## src/rtl/adc_seq_pkg.sv

```systemverilog
package adc_seq_pkg;
  parameter int unsigned NUM_CH      = 8;
  parameter int unsigned SEL_W       = $clog2(NUM_CH + 1);
  parameter int unsigned SHARED_CH   = 5;
  parameter int unsigned OFFSET_CODE = NUM_CH;
endpackage

```

## src/rtl/adc_seq_timebase.sv

```systemverilog
module adc_seq_timebase
  import adc_seq_pkg::*;
#(
  parameter int unsigned FRAME_LEN_0 = 2500,
  parameter int unsigned FRAME_LEN_1 = 3000,
  parameter int unsigned FRAME_LEN_2 = 5000,
  parameter int unsigned FRAME_LEN_3 = 6000,
  parameter int unsigned SLOT_TICKS  = 250
) (
  input  logic             clk_i,
  input  logic             rst_ni,
  input  logic [1:0]       div_sel_i,
  input  logic [1:0]       len_sel_i,
  output logic             slot_start_o,
  output logic [SEL_W-1:0] slot_idx_o,
  output logic             frame_wrap_o,
  output logic             first_o
);
  localparam int unsigned MAX_A   = (FRAME_LEN_0 > FRAME_LEN_1) ? FRAME_LEN_0 : FRAME_LEN_1;
  localparam int unsigned MAX_B   = (FRAME_LEN_2 > FRAME_LEN_3) ? FRAME_LEN_2 : FRAME_LEN_3;
  localparam int unsigned MAX_LEN = (MAX_A > MAX_B) ? MAX_A : MAX_B;
  localparam int unsigned FCNT_W  = $clog2(MAX_LEN);
  localparam int unsigned STICK_W = (SLOT_TICKS > 1) ? $clog2(SLOT_TICKS) : 1;

  logic [1:0]         pre_q;
  logic               tick;
  logic [FCNT_W-1:0]  fcnt_q, len_m1;
  logic [STICK_W-1:0] stick_q;
  logic [SEL_W-1:0]   slot_q;
  logic               new_q, first_q, in_frame;

  always_comb begin
    case (len_sel_i)
      2'd0:    len_m1 = FCNT_W'(FRAME_LEN_0 - 1);
      2'd1:    len_m1 = FCNT_W'(FRAME_LEN_1 - 1);
      2'd2:    len_m1 = FCNT_W'(FRAME_LEN_2 - 1);
      default: len_m1 = FCNT_W'(FRAME_LEN_3 - 1);
    endcase
  end

  assign tick         = (pre_q == 2'd0);
  assign frame_wrap_o = tick & (first_q | (fcnt_q == len_m1));
  assign in_frame     = (slot_q < SEL_W'(NUM_CH));

  always_ff @(posedge clk_i or negedge rst_ni) begin
    if (!rst_ni) begin
      pre_q   <= '0;
      fcnt_q  <= '0;
      stick_q <= '0;
      slot_q  <= SEL_W'(NUM_CH);
      new_q   <= 1'b0;
      first_q <= 1'b1;
    end else begin
      pre_q <= (pre_q == div_sel_i) ? 2'd0 : pre_q + 2'd1;
      new_q <= tick;
      if (tick) first_q <= 1'b0;
      if (frame_wrap_o) begin
        fcnt_q  <= '0;
        stick_q <= '0;
        slot_q  <= '0;
      end else if (tick) begin
        fcnt_q <= fcnt_q + 1'b1;
        if (in_frame) begin
          if (stick_q == STICK_W'(SLOT_TICKS - 1)) begin
            stick_q <= '0;
            slot_q  <= slot_q + 1'b1;
          end else begin
            stick_q <= stick_q + 1'b1;
          end
        end
      end
    end
  end

  assign slot_start_o = new_q & (stick_q == '0) & in_frame;
  assign slot_idx_o   = slot_q;
  assign first_o      = first_q;
endmodule

```

## src/rtl/adc_seq_slot_ctrl.sv

```systemverilog
module adc_seq_slot_ctrl
  import adc_seq_pkg::*;
#(
  parameter int unsigned RES_W = 10
) (
  input  logic             clk_i,
  input  logic             rst_ni,
  input  logic             slot_start_i,
  input  logic [SEL_W-1:0] slot_idx_i,
  input  logic             frame_wrap_i,
  input  logic             first_i,
  input  logic             done_i,
  input  logic [RES_W-1:0] result_i,
  output logic             conv_start_o,
  output logic [SEL_W-1:0] mux_sel_o,
  output logic             wr_en_o,
  output logic [SEL_W-1:0] wr_addr_o,
  output logic [RES_W-1:0] wr_data_o,
  output logic             last_done_o
);
  logic             phase_q, busy_q;
  logic [SEL_W-1:0] conv_ch_q;

  always_comb begin
    if (slot_idx_i >= SEL_W'(NUM_CH))
      mux_sel_o = '0;
    else if (slot_idx_i == SEL_W'(SHARED_CH) && phase_q)
      mux_sel_o = SEL_W'(OFFSET_CODE);
    else
      mux_sel_o = slot_idx_i;
  end

  assign conv_start_o = slot_start_i;
  assign wr_en_o      = done_i & busy_q;
  assign wr_addr_o    = conv_ch_q;
  assign wr_data_o    = result_i;
  assign last_done_o  = wr_en_o & (conv_ch_q == SEL_W'(NUM_CH - 1));

  always_ff @(posedge clk_i or negedge rst_ni) begin
    if (!rst_ni) begin
      phase_q   <= 1'b0;
      busy_q    <= 1'b0;
      conv_ch_q <= '0;
    end else begin
      // first wrap after reset opens frame 0 with the phase still cleared
      if (frame_wrap_i) phase_q <= first_i ? 1'b0 : ~phase_q;
      if (slot_start_i) begin
        busy_q    <= 1'b1;
        conv_ch_q <= mux_sel_o;
      end else if (wr_en_o) begin
        busy_q <= 1'b0;
      end
    end
  end
endmodule

```

## src/rtl/adc_seq_irq_bank.sv

```systemverilog
module adc_seq_irq_bank (
  input  logic clk_i,
  input  logic rst_ni,
  input  logic last_done_i,
  input  logic clr_i,
  input  logic frame_wrap_i,
  output logic int_no_o,
  output logic read_bank_o,
  output logic wr_bank_o
);
  logic int_nq, bank_q;

  always_ff @(posedge clk_i or negedge rst_ni) begin
    if (!rst_ni) begin
      int_nq <= 1'b1;
      bank_q <= 1'b0;
    end else begin
      // completion has priority over any release in the same cycle
      if (last_done_i) begin
        int_nq <= 1'b0;
        bank_q <= ~bank_q;
      end else if (clr_i || frame_wrap_i) begin
        int_nq <= 1'b1;
      end
    end
  end

  assign int_no_o    = int_nq;
  assign read_bank_o = bank_q;
  assign wr_bank_o   = ~bank_q;
endmodule

```

## src/rtl/adc_frame_sequencer.sv

```systemverilog
module adc_frame_sequencer
  import adc_seq_pkg::*;
#(
  parameter int unsigned RES_W       = 10,
  parameter int unsigned FRAME_LEN_0 = 2500,
  parameter int unsigned FRAME_LEN_1 = 3000,
  parameter int unsigned FRAME_LEN_2 = 5000,
  parameter int unsigned FRAME_LEN_3 = 6000,
  parameter int unsigned SLOT_TICKS  = 250
) (
  input  logic             clk_i,
  input  logic             rst_ni,
  input  logic [1:0]       div_sel_i,
  input  logic [1:0]       len_sel_i,
  input  logic             clr_i,
  input  logic             conv_done_i,
  input  logic [RES_W-1:0] conv_result_i,
  output logic             conv_start_o,
  output logic [SEL_W-1:0] mux_sel_o,
  output logic             wr_en_o,
  output logic             wr_bank_o,
  output logic [SEL_W-1:0] wr_addr_o,
  output logic [RES_W-1:0] wr_data_o,
  output logic             read_bank_o,
  output logic             int_no_o
);
  logic             slot_start, frame_wrap, first_frame, last_done;
  logic [SEL_W-1:0] slot_idx;

  adc_seq_timebase #(
    .FRAME_LEN_0(FRAME_LEN_0), .FRAME_LEN_1(FRAME_LEN_1),
    .FRAME_LEN_2(FRAME_LEN_2), .FRAME_LEN_3(FRAME_LEN_3),
    .SLOT_TICKS (SLOT_TICKS)
  ) u_timebase (
    .clk_i, .rst_ni, .div_sel_i, .len_sel_i,
    .slot_start_o(slot_start), .slot_idx_o(slot_idx),
    .frame_wrap_o(frame_wrap), .first_o(first_frame)
  );

  adc_seq_slot_ctrl #(.RES_W(RES_W)) u_slot (
    .clk_i, .rst_ni,
    .slot_start_i(slot_start), .slot_idx_i(slot_idx),
    .frame_wrap_i(frame_wrap), .first_i(first_frame),
    .done_i(conv_done_i), .result_i(conv_result_i),
    .conv_start_o, .mux_sel_o, .wr_en_o, .wr_addr_o, .wr_data_o,
    .last_done_o(last_done)
  );

  adc_seq_irq_bank u_irq (
    .clk_i, .rst_ni, .last_done_i(last_done), .clr_i,
    .frame_wrap_i(frame_wrap), .int_no_o, .read_bank_o, .wr_bank_o
  );
endmodule

```

## config.mk

```make
export PLATFORM = sky130hd
export DESIGN_NAME = adc_frame_sequencer
export DESIGN_NICKNAME = d
export VERILOG_FILES = /design/src/rtl/adc_seq_pkg.sv /design/src/rtl/adc_seq_timebase.sv /design/src/rtl/adc_seq_slot_ctrl.sv /design/src/rtl/adc_seq_irq_bank.sv /design/src/rtl/adc_frame_sequencer.sv
export SDC_FILE = /design/constraint.sdc
export NUM_CORES = 1
export LEC_CHECK = 0
export BUFFER_PORTS_ARGS = -buffer_cell sky130_fd_sc_hd__buf_2
export CORE_AREA = 2 2 77 64
export DETAILED_ROUTE_END_ITERATION = 16
export DIE_AREA = 0 0 79 66
export MAX_ROUTING_LAYER = met4
export PLACE_DENSITY = 0.73
export SYNTH_ARGS = -nofsm -noshare
export SYNTH_HDL_FRONTEND = slang
export SYNTH_SLANG_ARGS = --single-unit
export TNS_END_PERCENT = 20
```

## constraint.sdc

```tcl
create_clock -name clk_i -period 2.4 [get_ports clk_i]
set_clock_uncertainty 0.1 [all_clocks]
set_input_delay 0.24 -clock clk_i [delete_from_list [all_inputs] [get_ports clk_i]]
set_output_delay 0.24 -clock clk_i [all_outputs]
set_load 0.005 [all_outputs]
```

==> results of run 1 <==
-- metal layers --
metal,vias to the layer above,global-route usage [%],wire length (µm)
met4,0,5.39,28
met1,809,22.7,2000
met5,-,-,0
met2,46,26.1,1760
met3,4,4.23,252
li1,842,-,-
-- cell type report --
class / count / area (µm²) / area share (%)
sequential: 37 / 930 / 38.3
clock buffer: 7 / 96.3 / 3.97
inverter: 17 / 63.8 / 2.63
tap: 60 / 75.1 / 3.09
multi-input combinational: 165 / 1120 / 46.0
clock inverter: 1 / 5.00 / 0.206
timing repair buffer: 25 / 140 / 5.78
-- worst paths after layout --
kind	start	end
min reg2reg	u_timebase.pre_q[0]$_DFF_PN0_	u_timebase.pre_q[0]$_DFF_PN0_
max in group asynchronous	rst_ni	u_timebase.fcnt_q[7]$_DFFE_PN0P_
max reg2reg	u_timebase.fcnt_q[3]$_DFFE_PN0P_	u_timebase.slot_idx_o[0]$_DFFE_PN0P_
min in group asynchronous	rst_ni	u_timebase.fcnt_q[11]$_DFFE_PN0P_
max	u_timebase.fcnt_q[3]$_DFFE_PN0P_	u_timebase.slot_idx_o[0]$_DFFE_PN0P_
min	conv_done_i	u_slot.busy_q$_DFFE_PN0P_
-- power groups by stage --
stage          sequential (mW)  combinational, mW  clock [mW]
3_5_place_dp             0.861              0.459           0
6_report                 0.850              0.457       0.465
5_1_grt                  0.868              0.516       0.522
3_3_place_gp             0.857              0.453           0
2_1_floorplan            0.816              0.379           0
4_1_cts                  0.850              0.462       0.490
-- cell usage in the layout (no fill, tap or decap), types with 3 or more instances in the layout --
master,instances
clkbuf_8,7
buf_4,4
inv_1,17
o2bb2ai_1,3
nor2b_1,3
nand2_1,15
a21oi_1,9
a21o_1,5
nand3_1,9
dfrtp_1,34
nand4_1,3
nor3b_1,3
ha_1,11
nor4_1,8
and2_1,5
xor2_1,7
nor3_1,5
dfstp_2,3
buf_2,20
and3_1,6
nor2_1,26
a22o_1,4
xnor2_1,6
o21ai_0,9
mux2_2,7
-- per-stage QoR --
step	area (µm²)	utilization [%]	power [mW]
after floorplan	2240	-	1.20
after global placement	2310	51.9	1.31
after detailed placement	2310	51.9	1.32
after CTS	2430	54.4	1.80
after global routing	2430	54.4	1.91
final	2430	54.4	1.77
-- cells by family (layout without fill, tap and decap cells) --
family	count (synthesis)	count (layout)	synth area share (%)
DFF	37	37	41.5
xor gates and xnor gates	13	13	5.09
muxes	9	9	4.42
and+or+nand+nor	93	93	21.8
AOI/OAI and AO/OA	39	39	12.4
buffers and inverters	37	50	8.61
adders and majority gates	11	11	6.15
-- repair_timing --
action,4_1_cts,5_1_grt
gates resized for setup,0,0
hold endpoints to repair,34,0
hold buffers,1,0
-- state kept, by name (all words and copies together) (netlist names) --
name and count:
u_timebase.fcnt_q 13, u_timebase.stick_q 8, u_slot.wr_addr_o 4, u_timebase.slot_idx_o 4, u_timebase.pre_q 2, u_irq.int_no_o 1
u_irq.read_bank_o 1, u_slot.busy_q 1, u_slot.phase_q 1, u_timebase.first_o 1, u_timebase.new_q 1
==> results.toml, run 1 <==
[outcome]
status = "completed"

[cts]
cts_max_level = 2
clkTransAtPathRegs_ns = 0.07
cts_root_buffer = "clkbuf_8"
insertion_delay_ns = 0.28
clock_sinks = 37
tritoncts = "done"
post-cts-setup-buffers = 0
numCtsBuffers = 5
cts_buffer_depth = 2

[critical_path]
cp-end-kind = "flop"
critPathTopFamily = "compound AO/OA/AOI/OAI gates"
crit_fanout = 16
arrival_ns = 2.20
cp.depth = 6
reg2reg_slack_ns = 0.27
crit_chain = "nor4b_2 > a22oi_2 > o41ai_4 > buf_4 > o21ai_0 > mux2_2"
slowest_stage = "dfrtp_1"
crit_buf_inv = 1
worstSetupPathType = "flop to flop"
cp.required_ns = 2.47
worstRegToRegCells = 6
critPathLaunchType = "flop"
critPathMaxStageDelay_ns = 0.47

[yosys]
synth_edf_count = 0
synth_ff_type = "dfrtp_1"
yosys.area.top_type_share_pct = 38.0
syn-cell-area_um2 = 2240
synth_largest_area_cell = "dfrtp_1"
async_reset_ff_share_pct = 100
synth_nets = 268
synth_most_common_cell = "dfrtp_1"
synth.distinct_cells = 41
syn_inst = 239
postSynthAreaPerCell_um2 = 9.37
synth_seq_area_share_pct = 41.5
ys.warnings.count = 0
ys_top_cells_by_count = "34 x dfrtp_1, 26 x nor2_1, 17 x inv_1"
synth_area_leaders = "dfrtp_1 38%, ha_1 6.1%, nor2_1 4.4%, dfstp_2 3.5%, mux2_2 3.5%"
ys_ff_latch = 37

[sta]
fin_tns_setup_ns = 0
min_period_ns = 2.13
slew_headroom_pct = 46.4
finalMaxSlewViolations = 0
clock.fmax_ghz = 0.468
hold_slack_ns = 0.0533
worst_slew_pin_slew_ns = 0.803
fin_ws_ns = 0.265
fin_crit_sh_pct = 89.0
hold_viol = 0
finalSetupViolCount = 0
rsz0062_at_grt = "no"

[final_layout]
fin_nets = 280
final_layout_size_suffix_gt1_share_pct = 18.7
final_cells = 312
nFillCells = 411
synthToLayoutAreaGrowth_pct = 8.38
antenna_cells = 0

[die]
initial_core_util_pct = 50.2
dieArea_um2 = 5210
die_h_um = 66
std_cell_rows = 22
ios = 41
die_w_um = 79
core-area_um2 = 4460

[route]
vias = 1701
wl_per_cell_um = 13.0
ant_nets = 0
drt_first_pass_iters = 4
wl_um = 4040
vias_per_cell = 5.45
drt_iter0_markers = 97
route.detailed.drc = 0

[place]
io_buffers = 20
place_hpwl_um = 2970
place.gp.congestion = 0.826
placed_cells = 303
post-place-ws_ns = 0.133

[run]
drv_cap = 0

[power_and_ir_drop]
p_int_mw = 1.19
ir_worst_vdd_mv = 0.357
power.share.sequential_pct = 48.0
netSwitchingPower_uw = 580
p_sw_share_pct = 32.7
combPwrFrac_pct = 25.8
powerDensity_nw_per_um2 = 730
power_leakage_nw = 1.13
power.share.clock_pct = 26.2

[global_route]
grt_pass1_wl_um = 6780
grt_max_degree = 38
grt_pass1_vias = 1487
grt_overflow_total = 0
antenna_found_initial = 0
gr-usage-all-layers_pct = 17.1

[hold_path]
hold_path.class = "input pin to flop"
min_path_cells = 2
Power figures use the tool's default switching activity.
==> run 2, diff against run 1 <==
PLACE_DENSITY = 0.72   (was 0.73)
SYNTH_HIERARCHICAL = 1   (was not set)
==> run 2 against run 1 <==
Net effect: die area did not move; clock power fell by 10%; core utilization rose by 0.73 points; critical endpoint is now u_slot/phase_q$_DFFE_PN0P_; largest cell class unchanged; largest power group unchanged; highest routed layer unchanged.
==> results.toml, run 2 <==
[sta]
fin_tns_setup_ns = 0
min_period_ns = 2.20
slew_headroom_pct = 45.2
clock.fmax_ghz = 0.455
fin_ws_ns = 0.200
finalSetupViolCount = 0
hold_viol = 0
fin_crit_sh_pct = 91.7
finalMaxSlewViolations = 0
rsz0062_at_grt = "no"
worst_slew_pin_slew_ns = 0.822

[place]
placed_cells = 306
io_buffers = 20
place_hpwl_um = 3030
post-place-ws_ns = 0.00713
place.gp.congestion = 0.829

[route]
wl_um = 4230
vias_per_cell = 5.43
vias = 1710
ant_nets = 0
wl_per_cell_um = 13.4
drt_iter0_markers = 102
route.detailed.drc = 0
drt_first_pass_iters = 4

[critical_path]
cp.required_ns = 2.47
r2r_start = "u_timebase/fcnt_q[2]$_DFFE_PN0P_"
crit_chain = "or3b_4 > a2111oi_4 > a41o_1 > and2_1 > mux2_2"
crit_buf_inv = 0
critPathLaunchType = "flop"
cp-end-kind = "flop"
worstSetupPathType = "flop to flop"
critPathTopFamily = "compound AO/OA/AOI/OAI gates"
crit_fanout = 6
slowest_stage = "dfrtp_1"
arrival_ns = 2.27
critPathMaxStageDelay_ns = 0.44
startpoint = "u_timebase/fcnt_q[2]$_DFFE_PN0P_"

[die]
std_cell_rows = 22
ios = 41
core-area_um2 = 4460
die_h_um = 66
dieArea_um2 = 5210
die_w_um = 79
initial_core_util_pct = 49.8

[power_and_ir_drop]
p_sw_share_pct = 34.7
netSwitchingPower_uw = 637
p_total_mw = 1.83
power_leakage_nw = 1.12
power.share.sequential_pct = 46.4
combPwrFrac_pct = 30.8
powerDensity_nw_per_um2 = 746
ir_worst_vdd_mv = 0.462
power.share.clock_pct = 22.8
p_int_mw = 1.20

[final_layout]
final_cell_mix = "34 x dfrtp_1, 24 x nor2_1, 20 x buf_2"
synthToLayoutAreaGrowth_pct = 10.8
regMostFlops = "u_timebase/fcnt_q"
final_cells = 315
final_layout_size_suffix_gt1_share_pct = 18.8
layout.cells.most_common = "dfrtp_1"
nFillCells = 425
fin_util_pct = 55.1
top_regs = "u_timebase/fcnt_q: 13 flops, u_timebase/stick_q: 8 flops"
antenna_cells = 0
largest_reg_flops = 13
fin_nets = 283

[hold_path]
hold_path.class = "input pin to flop"
hold_start = "div_sel_i[0]"

[yosys]
synth_most_common_cell = "dfrtp_1"
ys_ff_latch = 37
postSynthAreaPerCell_um2 = 9.57
synth_ff_type = "dfrtp_1"
yosys.area.top_type_share_pct = 38.3
synth_edf_count = 0
synth_seq_area_share_pct = 41.9
synth_largest_area_cell = "dfrtp_1"
synth.distinct_cells = 54
synth_nets = 261
ys.warnings.count = 6
syn_inst = 232
syn-cell-area_um2 = 2220
synth_area_leaders = "dfrtp_1 38%, ha_1 6.2%, nor2_1 4.1%, buf_4 3.7%, dfstp_2 3.6%"
ys_top_cells_by_count = "34 x dfrtp_1, 24 x nor2_1, 17 x inv_1"
async_reset_ff_share_pct = 100

[cts]
tritoncts = "done"
numCtsBuffers = 5
clkTransAtPathRegs_ns = 0.07
post-cts-setup-buffers = 0
cts_root_buffer = "clkbuf_8"
clock_sinks = 37
cts_max_level = 2
cts_buffer_depth = 2
insertion_delay_ns = 0.29
cts_resized = 0

[global_route]
gr-usage-all-layers_pct = 18.9
antenna_found_initial = 0
grt_pass1_wl_um = 7490
grt_max_degree = 38
grt_overflow_total = 0
grt_pass1_vias = 1617

[outcome]
status = "completed"

[run]
drv_cap = 0
## run 2: final timing paths
kind / slack, ns / depth (start not counted) / end
max in group asynchronous: 1.20 / 2 / u_timebase/fcnt_q[8]$_DFFE_PN0P_
min in group asynchronous: 0.48 / 2 / u_timebase/stick_q[6]$_DFFE_PN0P_
hold / removal: 0.09 / 3 / u_timebase/pre_q[0]$_DFF_PN0_
hold reg to reg: 0.37 / 1 / u_timebase/pre_q[0]$_DFF_PN0_
setup reg to reg: 0.20 / 5 / u_slot/phase_q$_DFFE_PN0P_
setup / recovery: 0.20 / 5 / u_slot/phase_q$_DFFE_PN0P_
## run 2: routing by layer
metal	vias up	routed length [µm]	GRT usage, %
met3	5	195	4.10
met2	41	1890	29.2
li1	840	-	-
met1	824	2110	25.3
met4	0	30	5.39
met5	-	0	-
## run 2: power by group through the flow
| stage | clock network, mW | registers (mW) | logic (mW) |
|---|---|---|---|
| CTS | 0.437 | 0.850 | 0.573 |
| detailed placement | 0 | 0.860 | 0.570 |
| global route | 0.459 | 0.871 | 0.642 |
| finish | 0.417 | 0.851 | 0.565 |
| global placement | 0 | 0.860 | 0.567 |
| floorplan | 0 | 0.836 | 0.440 |
## run 2: kinds of logic after synthesis
kind of cell               share of synthesized area (%)
AOI/OAI and AO/OA                                   14.5
adders and majority gates                           6.20
muxes                                               1.47
and+or+nand+nor                                     21.8
buffers and inverters                               7.50
xor gates and xnor gates                            6.71
DFF                                                 41.9
## run 2: timing repair
item | 4_1_cts | 5_1_grt
hold buffers | 1 | 0
endpoints found under the hold margin | 34 | 0
endpoints found under the setup margin | 0 | 0
## run 2: final cells by class
class                      instances  area [µm²]  share of cell area (%)
multi-input combinational        162        1120                    45.7
sequential                        37         930                    37.8
inverter                          17        63.8                    2.60
timing repair buffer              31         185                    7.53
clock buffer                       7        76.3                    3.10
clock inverter                     1        5.00                   0.204
tap                               60        75.1                    3.05
## run 2: tightest hold or removal path: cells and delay by family
family / cells / cell delay [ns]
buffers and inverters: 1 / 0.09
and+or+nand+nor: 2 / 0.11
## run 2: stage by stage
stage | instance area, µm² | hold WS, ns
after detailed placement | 2370 | 0.297
after global routing | 2460 | 0.0995
final | 2460 | 0.0900
after CTS | 2460 | 0.0843
after floorplan | 2220 | -0.156
after global placement | 2370 | 0.291
